[src/rtl/sysTickPkg.sv]
package sysTickPkg;
  localparam int NUM_FLAGS = 3;
  typedef struct packed {
    logic                 tick;
    logic [NUM_FLAGS-1:0] clr;  // [0]=10ms [1]=250ms [2]=1s
  } tickCmd_t;
endpackage

[src/rtl/sysTickTimebase.sv]
module sysTickTimebase
  import sysTickPkg::*;
#(
  parameter int CNT_W       = 16,
  parameter int TICK_CYCLES = 2000
) (
  input  logic                 clk,
  input  logic                 rstN,
  input  logic                 tickEn,
  input  logic [NUM_FLAGS-1:0] clrIn,
  output tickCmd_t             cmd
);
  localparam logic [CNT_W-1:0] STEP = CNT_W'(TICK_CYCLES);

  logic [CNT_W-1:0] cntQ;
  logic [CNT_W-1:0] cmpQ;
  logic             match;

  assign match     = (cntQ == cmpQ);
  assign cmd.tick  = match & tickEn;
  assign cmd.clr   = clrIn;

  always_ff @(posedge clk or negedge rstN) begin
    if (!rstN) begin
      cntQ <= '0;
      cmpQ <= STEP;
    end else begin
      cntQ <= cntQ + 1'b1;
      if (match) cmpQ <= cmpQ + STEP;
    end
  end

  // Gap counter used only by the spacing check.
  logic [CNT_W-1:0] gapQ;
  logic             seenQ;
  always_ff @(posedge clk or negedge rstN) begin
    if (!rstN) begin
      gapQ  <= '0;
      seenQ <= 1'b0;
    end else if (match) begin
      gapQ  <= '0;
      seenQ <= 1'b1;
    end else begin
      gapQ  <= gapQ + 1'b1;
    end
  end

  assert_match_spacing_R2: assert property (@(posedge clk) disable iff (!rstN)
    (match && seenQ) |-> (gapQ == CNT_W'(TICK_CYCLES - 1)));
  assert_single_match_R11: assert property (@(posedge clk) disable iff (!rstN)
    match |=> !match);

  initial begin
    assert_period_fits_R2: assert (TICK_CYCLES > 1 && TICK_CYCLES < (1 << CNT_W));
  end
endmodule

[src/rtl/sysTickCascade.sv]
module sysTickCascade
  import sysTickPkg::*;
#(
  parameter int TICK_MS       = 2,
  parameter int MS_PER_FAST   = 10,
  parameter int FAST_PER_MID  = 25,
  parameter int MID_PER_SLOW  = 4
) (
  input  logic                 clk,
  input  logic                 rstN,
  input  tickCmd_t             cmd,
  output logic                 tickPulse,
  output logic [NUM_FLAGS-1:0] flags
);
  localparam int ACC_W  = $clog2(MS_PER_FAST + TICK_MS);
  localparam int MID_W  = $clog2(FAST_PER_MID + 1);
  localparam int SLOW_W = $clog2(MID_PER_SLOW + 1);

  logic [ACC_W-1:0]  accQ, accSum;
  logic [MID_W-1:0]  midQ, midNext;
  logic [SLOW_W-1:0] slowQ, slowNext;
  logic [NUM_FLAGS-1:0] fire;

  always_comb begin
    accSum   = accQ + ACC_W'(TICK_MS);
    midNext  = midQ + 1'b1;
    slowNext = slowQ + 1'b1;
    fire[0]  = cmd.tick && (accSum >= ACC_W'(MS_PER_FAST));
    fire[1]  = fire[0] && (midNext >= MID_W'(FAST_PER_MID));
    fire[2]  = fire[1] && (slowNext >= SLOW_W'(MID_PER_SLOW));
  end

  always_ff @(posedge clk or negedge rstN) begin
    if (!rstN) begin
      accQ      <= '0;
      midQ      <= '0;
      slowQ     <= '0;
      tickPulse <= 1'b0;
    end else begin
      tickPulse <= cmd.tick;
      if (cmd.tick) accQ  <= fire[0] ? accSum - ACC_W'(MS_PER_FAST) : accSum;
      if (fire[0])  midQ  <= fire[1] ? midNext - MID_W'(FAST_PER_MID) : midNext;
      if (fire[1])  slowQ <= fire[2] ? slowNext - SLOW_W'(MID_PER_SLOW) : slowNext;
    end
  end

  for (genvar i = 0; i < NUM_FLAGS; i++) begin : gFlag
    always_ff @(posedge clk or negedge rstN) begin
      if (!rstN) flags[i] <= 1'b0;
      else       flags[i] <= fire[i] | (flags[i] & ~cmd.clr[i]);
    end

    assert_flag_sticky_R7: assert property (@(posedge clk) disable iff (!rstN)
      (flags[i] && !cmd.clr[i]) |=> flags[i]);
    assert_flag_on_tick_R4: assert property (@(posedge clk) disable iff (!rstN)
      $rose(flags[i]) |-> tickPulse);
  end

  assert_acc_bound_R4: assert property (@(posedge clk) disable iff (!rstN)
    accQ < ACC_W'(MS_PER_FAST));
  assert_nest_mid_R5: assert property (@(posedge clk) disable iff (!rstN)
    $rose(flags[1]) |-> flags[0]);
  assert_nest_slow_R6: assert property (@(posedge clk) disable iff (!rstN)
    $rose(flags[2]) |-> flags[1]);
  assert_pulse_width_R11: assert property (@(posedge clk) disable iff (!rstN)
    tickPulse |=> !tickPulse);

  initial begin
    assert_tick_ms_R4: assert (TICK_MS >= 1 && TICK_MS <= MS_PER_FAST);
  end
endmodule

[src/rtl/sysTickFlags.sv]
module sysTickFlags
  import sysTickPkg::*;
#(
  parameter int CNT_W       = 16,
  parameter int TICK_CYCLES = 2000,
  parameter int TICK_MS     = 2
) (
  input  logic clk,
  input  logic rstN,
  input  logic tickEn,
  input  logic clr10ms,
  input  logic clr250ms,
  input  logic clr1s,
  output logic tickPulse,
  output logic flag10ms,
  output logic flag250ms,
  output logic flag1s
);
  tickCmd_t             cmd;
  logic [NUM_FLAGS-1:0] flags;

  sysTickTimebase #(.CNT_W(CNT_W), .TICK_CYCLES(TICK_CYCLES)) uTimebase (
    .clk(clk), .rstN(rstN), .tickEn(tickEn),
    .clrIn({clr1s, clr250ms, clr10ms}), .cmd(cmd)
  );

  sysTickCascade #(.TICK_MS(TICK_MS)) uCascade (
    .clk(clk), .rstN(rstN), .cmd(cmd), .tickPulse(tickPulse), .flags(flags)
  );

  assign flag10ms  = flags[0];
  assign flag250ms = flags[1];
  assign flag1s    = flags[2];

  assert_tick_enabled_R3: assert property (@(posedge clk) disable iff (!rstN)
    tickPulse |-> $past(tickEn));
endmodule

[config.mk]
export PLATFORM = sky130hd
export DESIGN_NAME = sysTickFlags
export DESIGN_NICKNAME = d
export VERILOG_FILES = /design/src/rtl/sysTickPkg.sv /design/src/rtl/sysTickTimebase.sv /design/src/rtl/sysTickCascade.sv /design/src/rtl/sysTickFlags.sv
export SDC_FILE = /design/constraint.sdc
export NUM_CORES = 1
export LEC_CHECK = 0
export BUFFER_PORTS_ARGS = -buffer_cell sky130_fd_sc_hd__buf_4
export CORE_UTILIZATION = 55
export CTS_BUF_LIST = sky130_fd_sc_hd__clkbuf_8 sky130_fd_sc_hd__clkbuf_16
export CTS_CLUSTER_DIAMETER = 200
export DETAILED_ROUTE_END_ITERATION = 7
export PLACE_DENSITY = 0.73
export SLEW_MARGIN = 20
export SYNTH_ARGS = -nofsm -noshare
export SYNTH_HDL_FRONTEND = slang
export SYNTH_SLANG_ARGS = --single-unit
[constraint.sdc]
create_clock -name clk -period 2.25 [get_ports clk]
set_clock_uncertainty 0.1 [all_clocks]
set_input_delay 0.1125 -clock clk [delete_from_list [all_inputs] [get_ports clk]]
set_output_delay 0.1125 -clock clk [all_outputs]
set_load 0.01 [all_outputs]
# == Word level (Yosys, flattened, before mapping) ==
# Cells that the tools add are included.
# totals
output_inout_bits,4
elab_cells,37
reg_bits,48
# op_classes
bitwise_logic,10
addsub,8
mux,3
order_cmp,3
n_eq_ne,1
reduce_logical,3
# op_table
operator,n
"adder 16 x 1 -> 16 bit, second input constant",1
"adder 16 x 11 -> 16 bit, second input constant",1
equality test 16 bit,1
"adder 5 x 1 -> 5 bit, second input constant",1
"greater-or-equal comparator 5 bit, second input constant",1
2-to-1 mux 5 bit,1
"subtractor 5 bit, second input constant",1
"adder 4 x 2 -> 4 bit, second input constant",1
bitwise AND 1 bit,4
"greater-or-equal comparator 4 bit, second input constant",1
2-to-1 mux 4 bit,1
"subtractor 4 bit, second input constant",1
"adder 3 x 1 -> 3 bit, second input constant",1
"greater-or-equal comparator 3 bit, second input constant",1
logical AND 1 bit,3
2-to-1 mux 3 bit,1
inverter 1 bit,3
OR 1 bit,3
"subtractor 3 bit, second input constant",1

# == Logic depth before layout (Yosys ltp) ==
# logic_depth
ltp_word,6
depth_mapped,8
ltp_nobuf,8

# == Hierarchy ==
# A second synthesis with hierarchy kept.
# unflattened
hier_cells,202
hier_area_um2,2200.9
# modules_own_cells
module,instances,area_per_inst_um2,cells_per_inst,seq_area_each_um2
sysTickTimebase,1,1391.3,121,708.2
sysTickCascade,1,809.5,81,375.4

# == Worst setup path after synthesis ==
# OpenSTA, ideal clock, no wires.
# synth_path
kind,reg2reg
start,register uCascade.midQ[0]
end,register uCascade.slowQ[1]
slack_ns,0.172
period_less_slack_ns,2.078
t_arrival_ns,1.853
path_buffers,1
path_stages_with_launch,8
cell_sequence,dfrtp_1 ha_1 buf_2 a21boi_1 o221ai_2 a21oi_1 nand4_1 mux2_2
# synth_via
elab_chain_cells,5
# synth_lines
element,line,source
start: declaration,sysTickCascade.sv:20,"logic [MID_W-1:0] midQ, midNext;"
start signal: assignment,sysTickCascade.sv:42,if (fire[0]) midQ <= fire[1] ? midNext - MID_W'(FAST_PER_MID) : midNext;
adder 5 x 1 -> 5 bit (*),sysTickCascade.sv:26,midNext = midQ + 1'b1;
greater-or-equal comparator 5 bit (*),sysTickCascade.sv:29,fire[1] = fire[0] && (midNext >= MID_W'(FAST_PER_MID));
logical AND 1 bit (*),sysTickCascade.sv:29,
logical AND 1 bit,sysTickCascade.sv:30,fire[2] = fire[1] && (slowNext >= SLOW_W'(MID_PER_SLOW));
2-to-1 mux 3 bit,sysTickCascade.sv:43,if (fire[1]) slowQ <= fire[2] ? slowNext - SLOW_W'(MID_PER_SLOW) : slowNext;
end signal: assignment,sysTickCascade.sv:43,
end: declaration,sysTickCascade.sv:21,"logic [SLOW_W-1:0] slowQ, slowNext;"
# Every way passes the cells marked *; elsewhere a longest branch is shown, timed or not.
# A chain may end at the register's enable or synchronous reset.

# == Worst setup path after layout ==
# layout_path
start,register uTimebase.cntQ[0]
end,register uCascade.midQ[2]
# layout_via
elab_chain_cells,5
# layout_lines
element,line,source
start: declaration,sysTickTimebase.sv:15,logic [CNT_W-1:0] cntQ;
start signal: assignment,sysTickTimebase.sv:28,cntQ <= cntQ + 1'b1;
equality test 16 bit (*),sysTickTimebase.sv:19,assign match = (cntQ == cmpQ);
bitwise AND 1 bit (*),sysTickTimebase.sv:20,assign cmd.tick = match & tickEn;
logical AND 1 bit (*),sysTickCascade.sv:28,fire[0] = cmd.tick && (accSum >= ACC_W'(MS_PER_FAST));
logical AND 1 bit,sysTickCascade.sv:29,
2-to-1 mux 5 bit,sysTickCascade.sv:42,
# Marked as above.

==> impl_summary.md <==
Synth
The average footprint of a synthesized cell is 10.3 um2. For this run, the number of Yosys warnings is 0. In this run, synthesis inferred 0 flip-flops with an integrated enable.

The netlist uses 45 different library cells. By area, the combinational part of the netlist is dominated by simple AND/OR/NAND/NOR gates. sky130_fd_sc_hd__dfrtp_1 takes more of the synthesized area than any other cell. After synthesis, the most frequently instantiated cells are sky130_fd_sc_hd__dfrtp_1, sky130_fd_sc_hd__xnor2_1, sky130_fd_sc_hd__nand2_1. The post-synthesis compound-gate area fraction is 8.03%. Yosys instantiated no cell more often than sky130_fd_sc_hd__dfrtp_1. For this run, asynchronously set or reset flops after synthesis account for 100%.

Of the total synthesized cell area, the portion taken by XOR and XNOR cells is 16.9%. The total nets after synthesis is 244. Of the total synthesized cell area, the portion taken by full adders, half adders and majority gates is 4.23%.

The share of Yosys cell area claimed by the top area cell type is 39.1%. In the post-synthesis netlist, the biggest area contributors are sky130_fd_sc_hd__dfrtp_1, sky130_fd_sc_hd__xnor2_1, sky130_fd_sc_hd__dfstp_2. The cell area after technology mapping is 2370 um2. For this run, the leading register cell type out of synthesis is sky130_fd_sc_hd__dfrtp_1. Of the post-synthesis cell area, the part taken by muxes is 2.33%. Summing the areas of all and, or, nand and nor instances in the mapped netlist gives 19.0% of the synthesized area.

For this run, the register share of the synthesized area comes to 45.8%. In this run, synthesis produced a sequential element count of 43. The cell count after synthesis is 230.

Clocking
The clock reaches the later pin of the worst-skew pair after 290 ps. The clock passes through at most 2 buffers. The CTS buffer count is 5. TritonCTS built the clock tree. The clock transition at the register clock pins on the worst setup and hold paths after CTS is 80 ps. The root buffer cell chosen for the clock tree is sky130_fd_sc_hd__clkbuf_8. The number of sinks on the clock net is 43. The H-tree was split into 2 levels. In this run the post-CTS setup repair buffer count came out at 0.

Min path
The capture endpoint of the worst hold path is uCascade.midQ[0]. The worst hold path begins at tickEn. The worst hold path belongs to the class in -> reg.

The number of cells traversed by the worst hold path is 3.

Setup path
The critical register-to-register path startpoint is uTimebase.cntQ[0]. The cell with the biggest individual delay on the critical path is sky130_fd_sc_hd__or4_4. The worst setup path is captured at a register.

The worst setup path is launched from a register. The register-to-register setup slack is 140 ps. The required time at the worst-slack endpoint is 2320 ps. The number of buffers and inverters on the critical path is 1. The maximum fanout encountered on the critical timing path is 6.

Traced cell by cell, the critical path runs through inv_1, ha_1, nor3b_2, nand4_1, or4_4, o31ai_1, o21ai_1. The data arrival time at the worst-slack endpoint is 2180 ps. The critical path is of the reg -> reg type. The family of cells with the greatest summed delay on the critical path is simple AND/OR/NAND/NOR gates. The capture instance of the worst register-to-register path is uCascade.midQ[2]. For this run, the slowest stage of the critical path takes 550 ps. The number of cells on the worst reg-to-reg path is 7.

Placement
At the end of routability-driven placement, the weighted congestion stood at 0.782. The number of I/O port buffers is 9. Summed over all nets, the half-perimeter wirelength after detailed placement is 3.00 mm.

Timing
Setup repair after global routing left no endpoint under its margin. The final hold violation count came to 0. For this run, the top clock speed supported by timing is 474 MHz. The final-layout setup total negative slack is 0 ps. The portion of the clock cycle consumed by the worst path in the final layout is 93.8%. Hold is met by 89.3 ps. The smallest clock period supported by the final layout is computed as 2110 ps. The total count of max-transition violations in the final report is 0. The transition time at the pin with the least slew margin is 534 ps.

Setup violations remaining at the end of the flow were counted as 0. In this run the tightest slew margin relative to its limit is 64.4%.

Cells and area
Cells fill 65.4% of the core in the end. The final net count is 264. The layout-stage area growth over the synthesis result is 12.1%. In the final layout, the share of cells above drive strength 1 is 17.5%. The number of antenna diodes in the final layout is 0. Fill cells in the final layout number 328.

Die
The die is 67.6 um wide. For this configuration, the core starts out at a cell density of 58.3%. From bottom edge to top edge, the die measures 67.6 um. The site row count is 23. The die covers 4570 um2. The region available for standard cell placement spans 4060 um2. The I/O pin total is 10.

Global routing
The total overflow left after global routing is 0. The initial antenna violation count is 0. The via count of the first global-routing pass is 1631. The global-route usage over all layers is 20.6%.

The first global-routing pass estimated 6.98 mm of wire. The largest net degree at the start of global routing is 44.

Route
In the routed design, unresolved DRC markers number 0. The routed layout has 1677 vias. The number of iterations in the first detailed-routing pass is 4. The post-detailed-route wirelength per cell is 13.8 um. The starting DRC count in detailed routing is 61. After detailed routing, the total wire length is 4.14 mm. The detail route stage leaves a number of antenna-violating nets equal to 0.

After detailed routing, the number of vias per cell comes to 5.57.

Pwr
For this design the ratio of total power to cell area is 503 nW/um2. Summed over all cells, the static leakage comes to 1.17 nW. The maximum resistive drop on vdd is 0.307 mV.

Run
Max-cap violations in this run came to 0.

Outcome
The flow ran to the end, and the final reports show no timing, DRC or antenna violations.
-- per-layer routing --
layer	vias up	wire length [um]	global-route usage (%)
met1	817	1920	25.4
met3	6	109	4.56
met2	21	2040	35.3
met5	-	0	0
met4	0	70	6.65
li1	833	-	-
-- flip-flops by register name, summed over array words and instances, names as in the netlist --
name                flops
uCascade.accQ           3
uCascade.slowQ          3
uCascade.tickPulse      1
uCascade.flags          3
uTimebase.cntQ         16
uCascade.midQ           5
uTimebase.cmpQ         12
-- power breakdown --
group / internal [mW] / switching [mW]
clock network: 0.275 / 0.238
registers: 0.775 / 0.00201
logic: 0.0176 / 0.0273
-- cell usage in the layout (no fill, tap or decap), types with 2 or more instances in the layout --
| master | count |
|---|---|
| sky130_fd_sc_hd__xnor2_1 | 34 |
| sky130_fd_sc_hd__nand4_1 | 10 |
| sky130_fd_sc_hd__o21ai_0 | 7 |
| sky130_fd_sc_hd__inv_1 | 13 |
| sky130_fd_sc_hd__o31ai_1 | 3 |
| sky130_fd_sc_hd__mux2_2 | 4 |
| sky130_fd_sc_hd__nand2_1 | 22 |
| sky130_fd_sc_hd__xor2_1 | 8 |
| sky130_fd_sc_hd__o22ai_1 | 3 |
| sky130_fd_sc_hd__dlygate4sd3_1 | 4 |
| sky130_fd_sc_hd__nor3_1 | 3 |
| sky130_fd_sc_hd__a21boi_1 | 2 |
| sky130_fd_sc_hd__nor4_1 | 2 |
| sky130_fd_sc_hd__clkbuf_8 | 7 |
| sky130_fd_sc_hd__nor2b_1 | 3 |
| sky130_fd_sc_hd__ha_1 | 8 |
| sky130_fd_sc_hd__or4_4 | 2 |
| sky130_fd_sc_hd__a21oi_1 | 5 |
| sky130_fd_sc_hd__xnor2_2 | 2 |
| sky130_fd_sc_hd__buf_4 | 16 |
| sky130_fd_sc_hd__nand3b_1 | 2 |
| sky130_fd_sc_hd__nor2_1 | 10 |
| sky130_fd_sc_hd__nand3_1 | 13 |
| sky130_fd_sc_hd__nand2b_1 | 2 |
| sky130_fd_sc_hd__dfrtp_1 | 37 |
| sky130_fd_sc_hd__o21ai_1 | 2 |
| sky130_fd_sc_hd__dfstp_2 | 6 |
| sky130_fd_sc_hd__nand4b_1 | 2 |
| sky130_fd_sc_hd__and3_1 | 4 |
-- cell families (layout without fill, tap and decap cells) --
kind of cell	Yosys count	after routing
muxes	5	5
adders and majority gates	8	8
and+or+nand+nor	82	82
buffers and inverters	20	41
DFF	43	43
AOI/OAI and AO/OA	28	28
xor gates and xnor gates	44	44
-- worst reg2reg max path, stage by stage, from the launching register on --
cell                      delay [ps]
sky130_fd_sc_hd__dfrtp_1         410
sky130_fd_sc_hd__inv_1            80
sky130_fd_sc_hd__ha_1            130
sky130_fd_sc_hd__nor3b_2         220
sky130_fd_sc_hd__nand4_1         170
sky130_fd_sc_hd__or4_4           550
sky130_fd_sc_hd__o31ai_1         250
sky130_fd_sc_hd__o21ai_1          90
-- through the flow --
step                total power, mW  instances  instance area, um2  setup WS (ps)
CTS                            1.36        301                2650           78.1
floorplan                     0.805        230                2370            172
finish                         1.34        301                2650            140
global placement              0.831        289                2510            131
global route                   1.39        301                2650           3.67
detailed placement            0.832        289                2510           99.3
-- cell type report --
type / instances / area [um2] / share of cell area [%]
multi-input cells: 167 / 1200 / 45.2
repair buffers: 20 / 160 / 6.03
clock buffers: 7 / 96.3 / 3.63
flip-flops and latches: 43 / 1080 / 40.8
well taps: 50 / 62.6 / 2.36
clock inverters: 1 / 3.75 / 0.141
inverters: 13 / 48.8 / 1.84
-- repair_timing --
action	CTS	global route
hold buffers	4	0
resized for setup	0	1
setup endpoints to repair	0	2
hold endpoints to repair	40	0
-- worst max-delay path by stage --
stage / startpoint / to / slack (ps) / depth (start not counted)
global placement: uTimebase.cntQ[0] / uCascade.midQ[2] / 130 / 7
finish: uTimebase.cntQ[0] / uCascade.midQ[2] / 140 / 7
CTS: uTimebase.cntQ[0] / uCascade.midQ[2] / 80 / 7
detailed placement: uTimebase.cntQ[0] / uCascade.midQ[4] / 100 / 7
floorplan: uCascade.midQ[0] / uCascade.slowQ[1] / 170 / 7
global route: uTimebase.cmpQ[7] / uCascade.slowQ[2] / 4 / 6
Note: power is estimated with default switching activity, not from simulation.
